--- config.mk ---
export PLATFORM = sky130hd
export DESIGN_NAME = countdown_timer
export DESIGN_NICKNAME = d
export VERILOG_FILES = /design/src/rtl/timer_pkg.sv /design/src/rtl/div_decode.sv /design/src/rtl/prescaler.sv /design/src/rtl/down_counter.sv /design/src/rtl/countdown_timer.sv
export SDC_FILE = /design/constraint.sdc
export NUM_CORES = 1
export LEC_CHECK = 0
export ABC_CLOCK_PERIOD_IN_PS = 3500
export BUFFER_PORTS_ARGS = -buffer_cell sky130_fd_sc_hd__clkbuf_2
export CORE_MARGIN = 1
export CORE_UTILIZATION = 51
export DETAILED_ROUTE_END_ITERATION = 10
export PLACE_DENSITY = 0.82
export SLEW_MARGIN = 20
export SYNTH_ARGS = -nofsm -noshare
export SYNTH_HDL_FRONTEND = slang
export SYNTH_SLANG_ARGS = --single-unit
export TNS_END_PERCENT = 5
--- constraint.sdc ---
create_clock -name clk -period 3.5 [get_ports clk]
set_clock_uncertainty 0.2 [all_clocks]
set_input_delay 0.7 -clock clk [delete_from_list [all_inputs] [get_ports clk]]
set_output_delay 0.7 -clock clk [all_outputs]
set_load 0.01 [all_outputs]
--- src/rtl/timer_pkg.sv ---
`timescale 1ns/1ps
package timer_pkg;
  localparam int MAX_SHIFT = 7;
  localparam int PH_W      = MAX_SHIFT;

  localparam logic [1:0] ADDR_DIVCFG = 2'd0;
  localparam logic [1:0] ADDR_START  = 2'd1;
  localparam logic [1:0] ADDR_REMAIN = 2'd2;

  // Index wraps modulo 8 through the 3-bit add.
  function automatic logic [2:0] code_to_shift(input logic [3:0] code);
    return {code[3], code[1:0]} + 3'd1;
  endfunction
endpackage

--- src/rtl/div_decode.sv ---
`timescale 1ns/1ps
module div_decode
  import timer_pkg::*;
(
  input  logic [3:0]      code,
  output logic [PH_W-1:0] limit
);
  logic [2:0]    shift;
  logic [PH_W:0] ratio;

  always_comb begin
    shift = code_to_shift(code);
    ratio = (PH_W+1)'(1) << shift;
    limit = PH_W'(ratio - (PH_W+1)'(1));
  end
endmodule

--- src/rtl/prescaler.sv ---
`timescale 1ns/1ps
module prescaler
  import timer_pkg::*;
(
  input  logic            clk,
  input  logic            rst_n,
  input  logic            load,
  input  logic            tick,
  input  logic            run,
  input  logic [PH_W-1:0] limit,
  output logic            period_done
);
  logic            aligned_q;
  logic [PH_W-1:0] phase_q;

  assign period_done = run && tick && aligned_q && (phase_q >= limit) && !load;

  always_ff @(posedge clk or negedge rst_n) begin
    if (!rst_n) begin
      aligned_q <= 1'b0;
      phase_q   <= '0;
    end else if (load) begin
      phase_q   <= '0;
      aligned_q <= tick;
    end else if (run && tick) begin
      if (!aligned_q)           aligned_q <= 1'b1;
      else if (phase_q >= limit) phase_q  <= '0;
      else                       phase_q  <= phase_q + PH_W'(1);
    end
  end
endmodule

--- src/rtl/down_counter.sv ---
`timescale 1ns/1ps
module down_counter #(
  parameter int CNT_W = 32
) (
  input  logic             clk,
  input  logic             rst_n,
  input  logic             load,
  input  logic [CNT_W-1:0] load_val,
  input  logic             step,
  output logic [CNT_W-1:0] count_q,
  output logic             expire
);
  always_ff @(posedge clk or negedge rst_n) begin
    if (!rst_n) begin
      count_q <= '0;
      expire  <= 1'b0;
    end else if (load) begin
      count_q <= load_val;
      expire  <= 1'b0;
    end else if (step) begin
      count_q <= count_q - CNT_W'(1);
      expire  <= (count_q == CNT_W'(1));
    end else begin
      expire  <= 1'b0;
    end
  end
endmodule

--- src/rtl/countdown_timer.sv ---
`timescale 1ns/1ps
module countdown_timer
  import timer_pkg::*;
#(
  parameter int CNT_W  = 32,
  parameter int DATA_W = 32,
  parameter int ADDR_W = 2
) (
  input  logic              clk,
  input  logic              rst_n,
  input  logic              base_tick,
  input  logic              wr_en,
  input  logic [ADDR_W-1:0] wr_addr,
  input  logic [DATA_W-1:0] wr_data,
  input  logic [ADDR_W-1:0] rd_addr,
  output logic [DATA_W-1:0] rd_data,
  output logic              expire
);
  logic [3:0]       cfg_q;
  logic [CNT_W-1:0] start_q;
  logic [CNT_W-1:0] count_q;
  logic [PH_W-1:0]  limit;
  logic             load;
  logic             period_done;
  logic             running;

  assign load    = wr_en && (wr_addr == ADDR_W'(ADDR_START));
  assign running = (count_q != '0);

  always_ff @(posedge clk or negedge rst_n) begin
    if (!rst_n) begin
      cfg_q   <= '0;
      start_q <= '0;
    end else if (wr_en) begin
      if (wr_addr == ADDR_W'(ADDR_DIVCFG)) cfg_q   <= wr_data[3:0];
      if (load)                            start_q <= wr_data[CNT_W-1:0];
    end
  end

  div_decode u_dec (
    .code  (cfg_q),
    .limit (limit)
  );

  prescaler u_pre (
    .clk         (clk),
    .rst_n       (rst_n),
    .load        (load),
    .tick        (base_tick),
    .run         (running),
    .limit       (limit),
    .period_done (period_done)
  );

  down_counter #(.CNT_W(CNT_W)) u_cnt (
    .clk      (clk),
    .rst_n    (rst_n),
    .load     (load),
    .load_val (wr_data[CNT_W-1:0]),
    .step     (period_done),
    .count_q  (count_q),
    .expire   (expire)
  );

  always_comb begin
    rd_data = '0;
    if (rd_addr == ADDR_W'(ADDR_DIVCFG))      rd_data = DATA_W'(cfg_q);
    else if (rd_addr == ADDR_W'(ADDR_START))  rd_data = DATA_W'(start_q);
    else if (rd_addr == ADDR_W'(ADDR_REMAIN)) rd_data = DATA_W'(count_q);
  end
endmodule

==> results.cfg, run 1 <==
[synthesis]
syn_nets = 571
syn_inst = 520
yosysWarnings = 0
synthXorXnorAreaFrac_pct = 5.47
synthArstFlopShare_pct = 100
syn_area_per_cell_um2 = 8.61
netlist_area_um2 = 4480
ys_types = 50
synth-seq-area-share_pct = 43.0
synth_top_area_share_pct = 43.0
synthAdderAreaFrac_pct = 3.07
synthMuxAreaShare_pct = 1.90
synth_compound_area_share_pct = 13.9
yosys.area.top_type = dfrtp_1
synthSimpleGateAreaFrac_pct = 28.9
ys.flop_type = dfrtp_1
synth_top_family_by_area = simple AND/OR/NAND/NOR gates
synth_area_leaders = dfrtp_1 (43%), nand2_1 (10%), a22o_1 (5.7%)
synth_seq_cells = 77
synth-edff-count = 0

[floorplan]
die_w_um = 95.7
die_h_um = 95.7
rows = 33
io_pins = 73
dieArea_um2 = 9160
start_util_pct = 53.7
coreArea_um2 = 8340

[timing]
rsz0062_at_grt = yes
slew_headroom_pct = 34.8
fin_setup_tns_ns = 0
finalSetupViolCount = 0
max_freq_mhz = 295
fin_crit_sh_pct = 96.8
worst_pin_slew_ns = 0.978
finalCriticalPeriod_ns = 3.39
drv_slew = 0
hold_viol_final = 0

[setup_path]
path_class = flip-flop to flip-flop
cp.required_ns = 3.58
cp-start-kind = flip-flop
worstPathCellList = or3_4, ha_4, nor2_4, a21oi_1, nor2_1, a31oi_1, ha_1, and3_4, a221o_1, a31oi_4, or3_4, or4_4, a31oi_1
crit_path_top_delay_cell = or3_4
r2r_slack_ns = 0.11
r2r_cells = 13
crit_path_end_kind = flip-flop
cp_slowest_stage_delay_ns = 0.47
worstPathArrival_ns = 3.47
r2r-end = u_cnt.count_q[24]
cp_max_fo = 7
r2r_start = cfg_q[3]

[clock_network]
numClockSinks = 77
clock-root-buffer = clkbuf_8
clock_latency_ns = 0.35
tritoncts = yes
clockBufferDepth = 2
cts_made_buffers = 9
path_clk_slew_ns = 0.08
htree_levels = 3

[placed_design]
post-dp-hpwl_um = 7540
port_buffers = 72
globalplace.congestion = 0.813
dpl-instance-area_um2 = 4940

[final_layout]
syn2layout_area_growth_pct = 16.1
final_common_cell = nand2_1
fin_nets = 634
drive_gt1_share_pct = 21.3
final_cell_mix = nand2_1 (123), dfrtp_1 (77), clkbuf_2 (71), nor2_1 (32), a22o_1 (29)
fin_area_um2 = 5200
final_core_utilization_pct = 62.4
antenna_cells = 0

[routing]
vias = 4122
drtIter0Drc = 311
via_per_inst = 5.95
post_drt_wl_per_cell_um = 16.2
post-route-drc-count = 0
postRouteAntennaNets = 0
firstDrtPassIters = 5
drt-total-wl_um = 11200

[power_and_ir_drop]
pwr-share-clk_pct = 23.4
swShare_pct = 35.6
power_switching_uw = 968
p_per_area_nw_per_um2 = 523
leakagePower_nw = 2.32
p_int_mw = 1.75
power_frac_seq_pct = 45.6
vdd_drop_max_mv = 0.287
pwr-share-comb_pct = 30.9

[job]
max_cap_viol_count = 0

[status]
status = finished clean

[global_route]
antenna_found_initial = 0
grt_pass1_vias = 3845
grt_first_pass_wirelength_um = 18600
grt_usage_pct = 26.5
grt_max_degree = 78
gr-total-overflow = 0

[hold_path]
hold_class = input port to async pin
-- Yosys cell counts, types with 2 or more instances --
cell type,number
nand2_1,123
dfrtp_1,77
nor2_1,33
clkbuf_1,31
a22o_1,29
xnor2_1,25
nor3_1,21
o21ai_0,21
a21oi_1,19
nand3_1,17
nor4_1,16
or3_1,12
ha_1,11
or4_1,10
a31oi_1,5
nor2b_1,5
mux2_2,4
mux2i_1,4
nand3b_1,4
nand4_1,4
and2_1,3
inv_1,3
nor4b_1,3
o211ai_1,3
o31ai_1,3
xor2_1,3
buf_4,2
buf_6,2
nand2b_1,2
nor3_2,2
nor3b_1,2
o41ai_1,2
or2_2,2
-- stage by stage --
stage | total power, mW | instances | setup slack, ns | hold WS [ns]
floorplan | 1.75 | 520 | 0.00227 | 0.204
detailed placement | 2.02 | 674 | 0.00698 | 0.263
CTS | 2.67 | 690 | 0.0423 | 0.281
global route | 2.89 | 693 | -0.0131 | 0.301
global placement | 1.98 | 674 | 0.113 | 0.257
finish | 2.72 | 693 | 0.112 | 0.279
-- power by group through the flow --
stage	clock (mW)	combinational [mW]	sequential, mW
floorplan	0	0.557	1.20
global placement	0	0.743	1.24
detailed placement	0	0.768	1.25
CTS	0.651	0.786	1.23
global route	0.685	0.939	1.26
finish	0.638	0.841	1.24
-- flip-flops by register name, summed over array words and instances (netlist names) --
register / cells
u_cnt.count_q: 32
cfg_q: 4
u_cnt.expire: 1
start_q: 32
u_pre.phase_q: 7
u_pre.aligned_q: 1
-- worst max path at each step --
stage / startpoint / endpoint / depth (start not counted)
3_3_place_gp: cfg_q[1] / u_cnt.count_q[24] / 13
6_report: cfg_q[3] / u_cnt.count_q[24] / 13
3_5_place_dp: cfg_q[1] / u_cnt.count_q[24] / 13
2_1_floorplan: cfg_q[1] / u_cnt.count_q[24] / 15
4_1_cts: cfg_q[1] / u_cnt.count_q[24] / 13
5_1_grt: cfg_q[3] / u_cnt.count_q[10] / 13
-- layer usage --
layer	up-vias	GRT usage [%]	wire length (µm)
met5	-	0	0
met4	0	8.71	182
met3	18	4.50	632
met2	152	42.3	5310
met1	1980	36.7	5110
li1	1972	-	-
-- logic make-up after synthesis --
kind of cell,after synthesis
XOR/XNOR,28
buffers and inverters,39
multiplexers,8
AO/OA/AOI/OAI,91
AND/OR/NAND/NOR,266
adder cells (fa/ha/maj),11
flip-flops,77
-- final cells by class --
type                            count  area (µm²)
Sequential cell                    77        1930
Tap cell                          105         131
Fill cell                         752        3140
Clock buffer                       13         169
Timing Repair Buffer               88         503
Clock inverter                      3        18.8
Multi-Input combinational cell    404        2440
Inverter                            3        11.3
-- critical path: cells and delay by family, from the launching register on --
kind	cells	cell delay [ns]
flops	1	0.38
compound gates	5	0.54
simple gates	6	1.68
fa+ha+maj	2	0.50
-- what timing repair did --
item | 4_1_cts | 5_1_grt
pin swaps | 1 | 9
hold buffers | 0 | 0
endpoints found under the setup margin | 26 | 33
gates resized for setup | 2 | 10
setup buffers | 0 | 3
Note: power is estimated with default switching activity, not from simulation.
==> run 2, diff against run 1 <==
Settings changed: CORE_UTILIZATION 51 to 52, CTS_BUF_LIST set to sky130_fd_sc_hd__clkbuf_4 sky130_fd_sc_hd__clkbuf_8 sky130_fd_sc_hd__clkbuf_16, PLACE_DENSITY 0.82 to 0.83, SYNTH_HIERARCHICAL set to 1.
==> run 2 against run 1 <==
The flow now finishes with violations (negative setup slack). Critical path depth is 3 higher. Core utilization is 3.7 points higher. Global-route usage is 0.12 points lower. Clock-buffer cell count is 4 lower. Worst hold slack worse by 0.0050 ns. Via count is 2.0% lower. Synthesized cell count is 14% lower. Final area is 5.9% higher. Routed wire length is 2.1% higher. Non-clock buffer count is 15 higher. Power is 16% higher. Register-to-register slack worse by 0.31 ns. Critical path type unchanged. Highest routed layer unchanged.
==> results.cfg, run 2 <==
[placed_design]
port_buffers = 72
post-dp-hpwl_um = 7590
globalplace.congestion = 0.905

[global_route]
grt_busiest_layer = met2
gr-total-overflow = 0
use_met2_pct = 44.0
grt_usage_pct = 26.3
grt_use_met3_pct = 5.02
grt_max_degree = 78
grt_pass1_vias = 3893
met1_usage_pct = 33.6
grt_first_pass_wirelength_um = 18500
antenna_found_initial = 0

[routing]
post_drt_wl_per_cell_um = 17.8
drt-total-wl_um = 11500
vias = 4040
postRouteAntennaNets = 0
drtIter0Drc = 286
post-route-drc-count = 0
firstDrtPassIters = 5
via_per_inst = 6.27

[final_layout]
fin_nets = 586
reg.largest.list = start_q x32, u_cnt/count_q x32, u_pre/phase_q x7
fillCellCount = 663
syn2layout_area_growth_pct = 20.8
final_common_cell = dfrtp_1
final_cell_mix = dfrtp_1 (77), clkbuf_2 (71), nand2_1 (40), mux2_1 (29)
drive_gt1_share_pct = 30.6
antenna_cells = 0
final_core_utilization_pct = 66.1

[synthesis]
synthSimpleGateAreaFrac_pct = 20.8
netlist_area_um2 = 4560
synth_top_family_by_area = simple AND/OR/NAND/NOR gates
syn_inst = 448
synthArstFlopShare_pct = 100
yosys.area.top_type = dfrtp_1
ys_types = 57
synthXorXnorAreaFrac_pct = 3.65
syn_nets = 499
yosys-top-cells-count = dfrtp_1 (77), nand2_1 (41), mux2_1 (29)
synth_area_leaders = dfrtp_1 (42%), mux2_1 (7.2%), a22o_1 (5.4%)
synth_compound_area_share_pct = 15.1
synth_top_area_share_pct = 42.3
synth.most_common_cell = dfrtp_1
yosysWarnings = 6
ys.flop_type = dfrtp_1
synth-edff-count = 0
syn_area_per_cell_um2 = 10.2
synth_seq_cells = 77
synthAdderAreaFrac_pct = 3.02
synthMuxAreaShare_pct = 9.99
synth-seq-area-share_pct = 42.3

[hold_path]
hold_class = input port to async pin

[timing]
drv_slew = 0
fin_setup_tns_ns = -1.19
hold_viol_final = 0
fin_crit_sh_pct = 106
worst_pin_slew_ns = 0.966
finalCriticalPeriod_ns = 3.69
max_freq_mhz = 271
holdWs_ns = 0.274
rsz0062_at_grt = yes
slew_headroom_pct = 35.6
finalSetupViolCount = 14
setup_ws_ns = -0.193

[floorplan]
die_w_um = 95.6
start_util_pct = 54.7
die_h_um = 95.6
coreArea_um2 = 8340
dieArea_um2 = 9150
io_pins = 73
rows = 33

[clock_network]
tritoncts = yes
clockBufferDepth = 2
path_clk_slew_ns = 0.09
clock-root-buffer = clkbuf_8
numClockSinks = 77
htree_levels = 3
cts_made_buffers = 9
clock_latency_ns = 0.36
cts_hold_buffers = 0

[setup_path]
r2r_cells = 16
r2r-end = u_cnt/count_q[24]
crit_path_end_kind = flip-flop
r2r_slack_ns = -0.19
path_class = flip-flop to flip-flop
r2r_start = cfg_q[1]
cp.required_ns = 3.49
cp-start-kind = flip-flop
cp_max_fo = 6
worstPathArrival_ns = 3.69

[job]
max_cap_viol_count = 0

[power_and_ir_drop]
vdd_drop_max_mv = 0.310
leakagePower_nw = 2.33
power_mw = 3.14
p_per_area_nw_per_um2 = 570

[status]
status = finished, violations left
violations = negative setup slack
-- run 2: power breakdown --
part / switching (mW) / internal (mW)
Sequential: 0.300 / 1.09
Combinational: 0.527 / 0.490
Clock: 0.343 / 0.397
-- run 2: cell families (layout without fill, tap and decap cells) --
logic type / Yosys count / count (layout)
adder cells (fa/ha/maj): 11 / 11
multiplexers: 41 / 41
flip-flops: 77 / 77
AO/OA/AOI/OAI: 97 / 97
AND/OR/NAND/NOR: 162 / 162
XOR/XNOR: 19 / 19
buffers and inverters: 41 / 132
-- run 2: worst max-delay path by stage --
stage | cells after the start | slack, ns | endpoint | from
after CTS | 16 | -0.15 | u_cnt/count_q[20] | cfg_q[3]
after floorplan | 17 | -0.24 | u_cnt/count_q[19] | cfg_q[1]
final | 16 | -0.19 | u_cnt/count_q[24] | cfg_q[1]
after detailed placement | 14 | -0.32 | u_cnt/count_q[26] | cfg_q[1]
after global routing | 16 | -0.31 | u_cnt/count_q[24] | cfg_q[1]
after global placement | 14 | -0.15 | u_cnt/count_q[26] | cfg_q[1]
-- run 2: what timing repair did --
action	CTS	global route
resized for setup	21	8
gates cloned	1	0
setup buffers	4	6
pin swaps	16	14
endpoints found under the setup margin	17	20
-- run 2: final cells by class --
type / count / area, µm² / area share, %
flip-flops and latches: 77 / 1930 / 35.0
well taps: 105 / 131 / 2.38
clock inverters: 6 / 88.8 / 1.61
repair buffers: 103 / 611 / 11.1
inverters: 14 / 55.1 / 0.999
clock buffers: 9 / 124 / 2.25
multi-input cells: 330 / 2570 / 46.7
-- run 2: layer usage --
layer  share of wire (%)  wire, µm
met1                  42      4800
met3                 5.7       655
met4                 2.9       338
met5                   0         0
met2                  49      5670
-- run 2: metrics by stage --
| step | instances | area (µm²) | worst slack (ns) |
|---|---|---|---|
| 6_report | 644 | 5510 | -0.193 |
| 5_1_grt | 644 | 5510 | -0.314 |
| 4_1_cts | 638 | 5430 | -0.152 |
| 3_5_place_dp | 618 | 5080 | -0.316 |
| 3_3_place_gp | 618 | 5080 | -0.146 |
| 2_1_floorplan | 448 | 4630 | -0.241 |
-- run 2: critical path, stage by stage (launching register included) --
cell	delay, ns
dfrtp_1	0.38
or3_4	0.41
ha_4	0.19
nand4bb_1	0.20
o211ai_2	0.08
inv_2	0.06
ha_4	0.28
nand2_4	0.06
o21ai_4	0.14
a211oi_4	0.06
nor3_4	0.21
buf_4	0.14
and3b_2	0.22
nand4_4	0.16
buf_6	0.20
o41ai_1	0.39
a31oi_1	0.15
==> run 3, diff against run 2 <==
Settings changed: CORE_UTILIZATION 52 to 50, PLACE_DENSITY 0.83 to 0.81, RECOVER_POWER set to 100.
==> run 3 against run 2 <==
The run ends with max-capacitance violations, max-slew violations, negative setup slack left. Core utilization fell by 5.0 points. Final cell count shrank 0.31%. Worst hold slack improved by 0.026 ns. Critical endpoint is now u_cnt/count_q[23]. Largest cell class unchanged. Largest power group unchanged.
==> results.cfg, run 3 (synthesis results as in run 2) <==
[floorplan]
dieArea_um2 = 9500
die_w_um = 97.5
io_pins = 73
coreArea_um2 = 8760
die_h_um = 97.5
start_util_pct = 52.0
rows = 34

[global_route]
antenna_found_initial = 0
grt_max_degree = 78
grt_pass1_vias = 3873
grt_first_pass_wirelength_um = 18200
gr-total-overflow = 0
grt_usage_pct = 23.6

[clock_network]
numClockSinks = 77
tritoncts = yes
cts_made_buffers = 9
clock-root-buffer = clkbuf_8
clockBufferDepth = 2
clock_latency_ns = 0.36
htree_levels = 3
path_clk_slew_ns = 0.08

[routing]
vias = 3921
drtIter0Drc = 226
drt-total-wl_um = 11000
post-route-drc-count = 0
postRouteAntennaNets = 0
post_drt_wl_per_cell_um = 17.2
firstDrtPassIters = 5
via_per_inst = 6.11

[final_layout]
drive_gt1_share_pct = 22.3
syn2layout_area_growth_pct = 17.3
fin_nets = 580
final_cell_mix = dfrtp_1 (77), clkbuf_2 (41), nand2_1 (40), clkbuf_1 (33), mux2_1 (30)
final_common_cell = dfrtp_1
reg.largest.list = start_q x32, u_cnt/count_q x32, u_pre/phase_q x7
antenna_cells = 0
fin_area_um2 = 5350

[setup_path]
worstPathCellList = or3_4, ha_4, nand4bb_1, o211ai_2, inv_1, ha_4, nand2_4, o21ai_4, a211oi_4, nor3_2, buf_4, nor3b_4, nand4_1, buf_6, buf_4, o31ai_2, a31oi_4
crit_path_end_kind = flip-flop
cp_top_family = simple AND/OR/NAND/NOR gates
worstPathArrival_ns = 3.66
cp-start-kind = flip-flop
crit_path_top_delay_cell = or3_4
cp.required_ns = 3.49
path_class = flip-flop to flip-flop
path_buf_inv = 4
crit_cells = 17
r2r_cells = 17
cp_slowest_stage_delay_ns = 0.40
cp_max_fo = 6

[hold_path]
hold_class = flip-flop to flip-flop
worstHoldPathCells = 1

[placed_design]
globalplace.congestion = 0.874
dpl-instance-area_um2 = 5090
post-dp-hpwl_um = 7480
port_buffers = 72
dpl_worst_slack_ns = -0.194

[timing]
hold_viol_final = 0
holdWs_ns = 0.300
drv_slew = 111
max_freq_mhz = 272
worst_pin_slew_ns = 1.97
slew_headroom_pct = -31.4
finalSetupViolCount = 12
rsz0062_at_grt = yes
finalCriticalPeriod_ns = 3.68
setup_ws_ns = -0.177
fin_crit_sh_pct = 105

[power_and_ir_drop]
power_mw = 3.03
vdd_drop_max_mv = 0.246
p_per_area_nw_per_um2 = 567
leakagePower_nw = 2.19

[status]
status = finished, violations left
violations = max-capacitance violations, max-slew violations, negative setup slack

[job]
max_cap_viol_count = 2
-- run 3: path summary, 6_finish.rpt --
check	slack [ns]	start	end
worst max-delay path	-0.18	cfg_q[1]	u_cnt/count_q[23]
worst min-delay path	0.30	start_q[9]	start_q[9]
worst max register to register	-0.18	cfg_q[1]	u_cnt/count_q[23]
worst min register to register	0.30	start_q[9]	start_q[9]
max in group asynchronous	1.32	rst_n	u_cnt/count_q[4]
min in group asynchronous	0.66	rst_n	start_q[20]
-- run 3: final cells by class --
cell class / count / area (µm²)
fillers: 752 / 3420
multi-input cells: 330 / 2530
flip-flops and latches: 77 / 1930
repair buffers: 97 / 503
well taps: 108 / 135
clock buffers: 10 / 131
clock inverters: 6 / 71.3
inverters: 14 / 52.6
-- run 3: worst reg2reg max path, cell delays in order (launching register included) --
cell	delay, ns
dfrtp_1	0.38
or3_4	0.40
ha_4	0.18
nand4bb_1	0.19
o211ai_2	0.08
inv_1	0.08
ha_4	0.28
nand2_4	0.07
o21ai_4	0.15
a211oi_4	0.05
nor3_2	0.15
buf_4	0.15
nor3b_4	0.19
nand4_1	0.17
buf_6	0.20
buf_4	0.15
o31ai_2	0.32
a31oi_4	0.12
-- run 3: stage by stage --
stage               TNS [ns]  cells  util, %
global route           -3.45    642     61.0
finish                -0.891    642     61.0
floorplan              -2.23    448        -
CTS                   -0.679    641     61.2
detailed placement     -1.97    622     58.1
global placement      -0.448    622     58.1
-- run 3: metal layers --
metal,GRT usage (%),up-vias,wire [µm]
met5,0,-,0
met4,12.1,0,254
met3,3.60,25,507
met2,37.8,130,5400
met1,30.9,1930,4850
li1,-,1836,-
-- run 3: repair_timing --
action                                  4_1_cts  5_1_grt
buffers inserted                              2        1
endpoints found under the setup margin       16       19
cloned                                        1        0
pin swaps                                     6        5
hold buffers                                  0        0
gates resized for setup                       9        5
-- run 3: power by group --
group | switching (mW) | internal [mW] | total, mW
logic | 0.506 | 0.461 | 0.968
registers | 0.291 | 1.09 | 1.38
clock network | 0.348 | 0.342 | 0.690
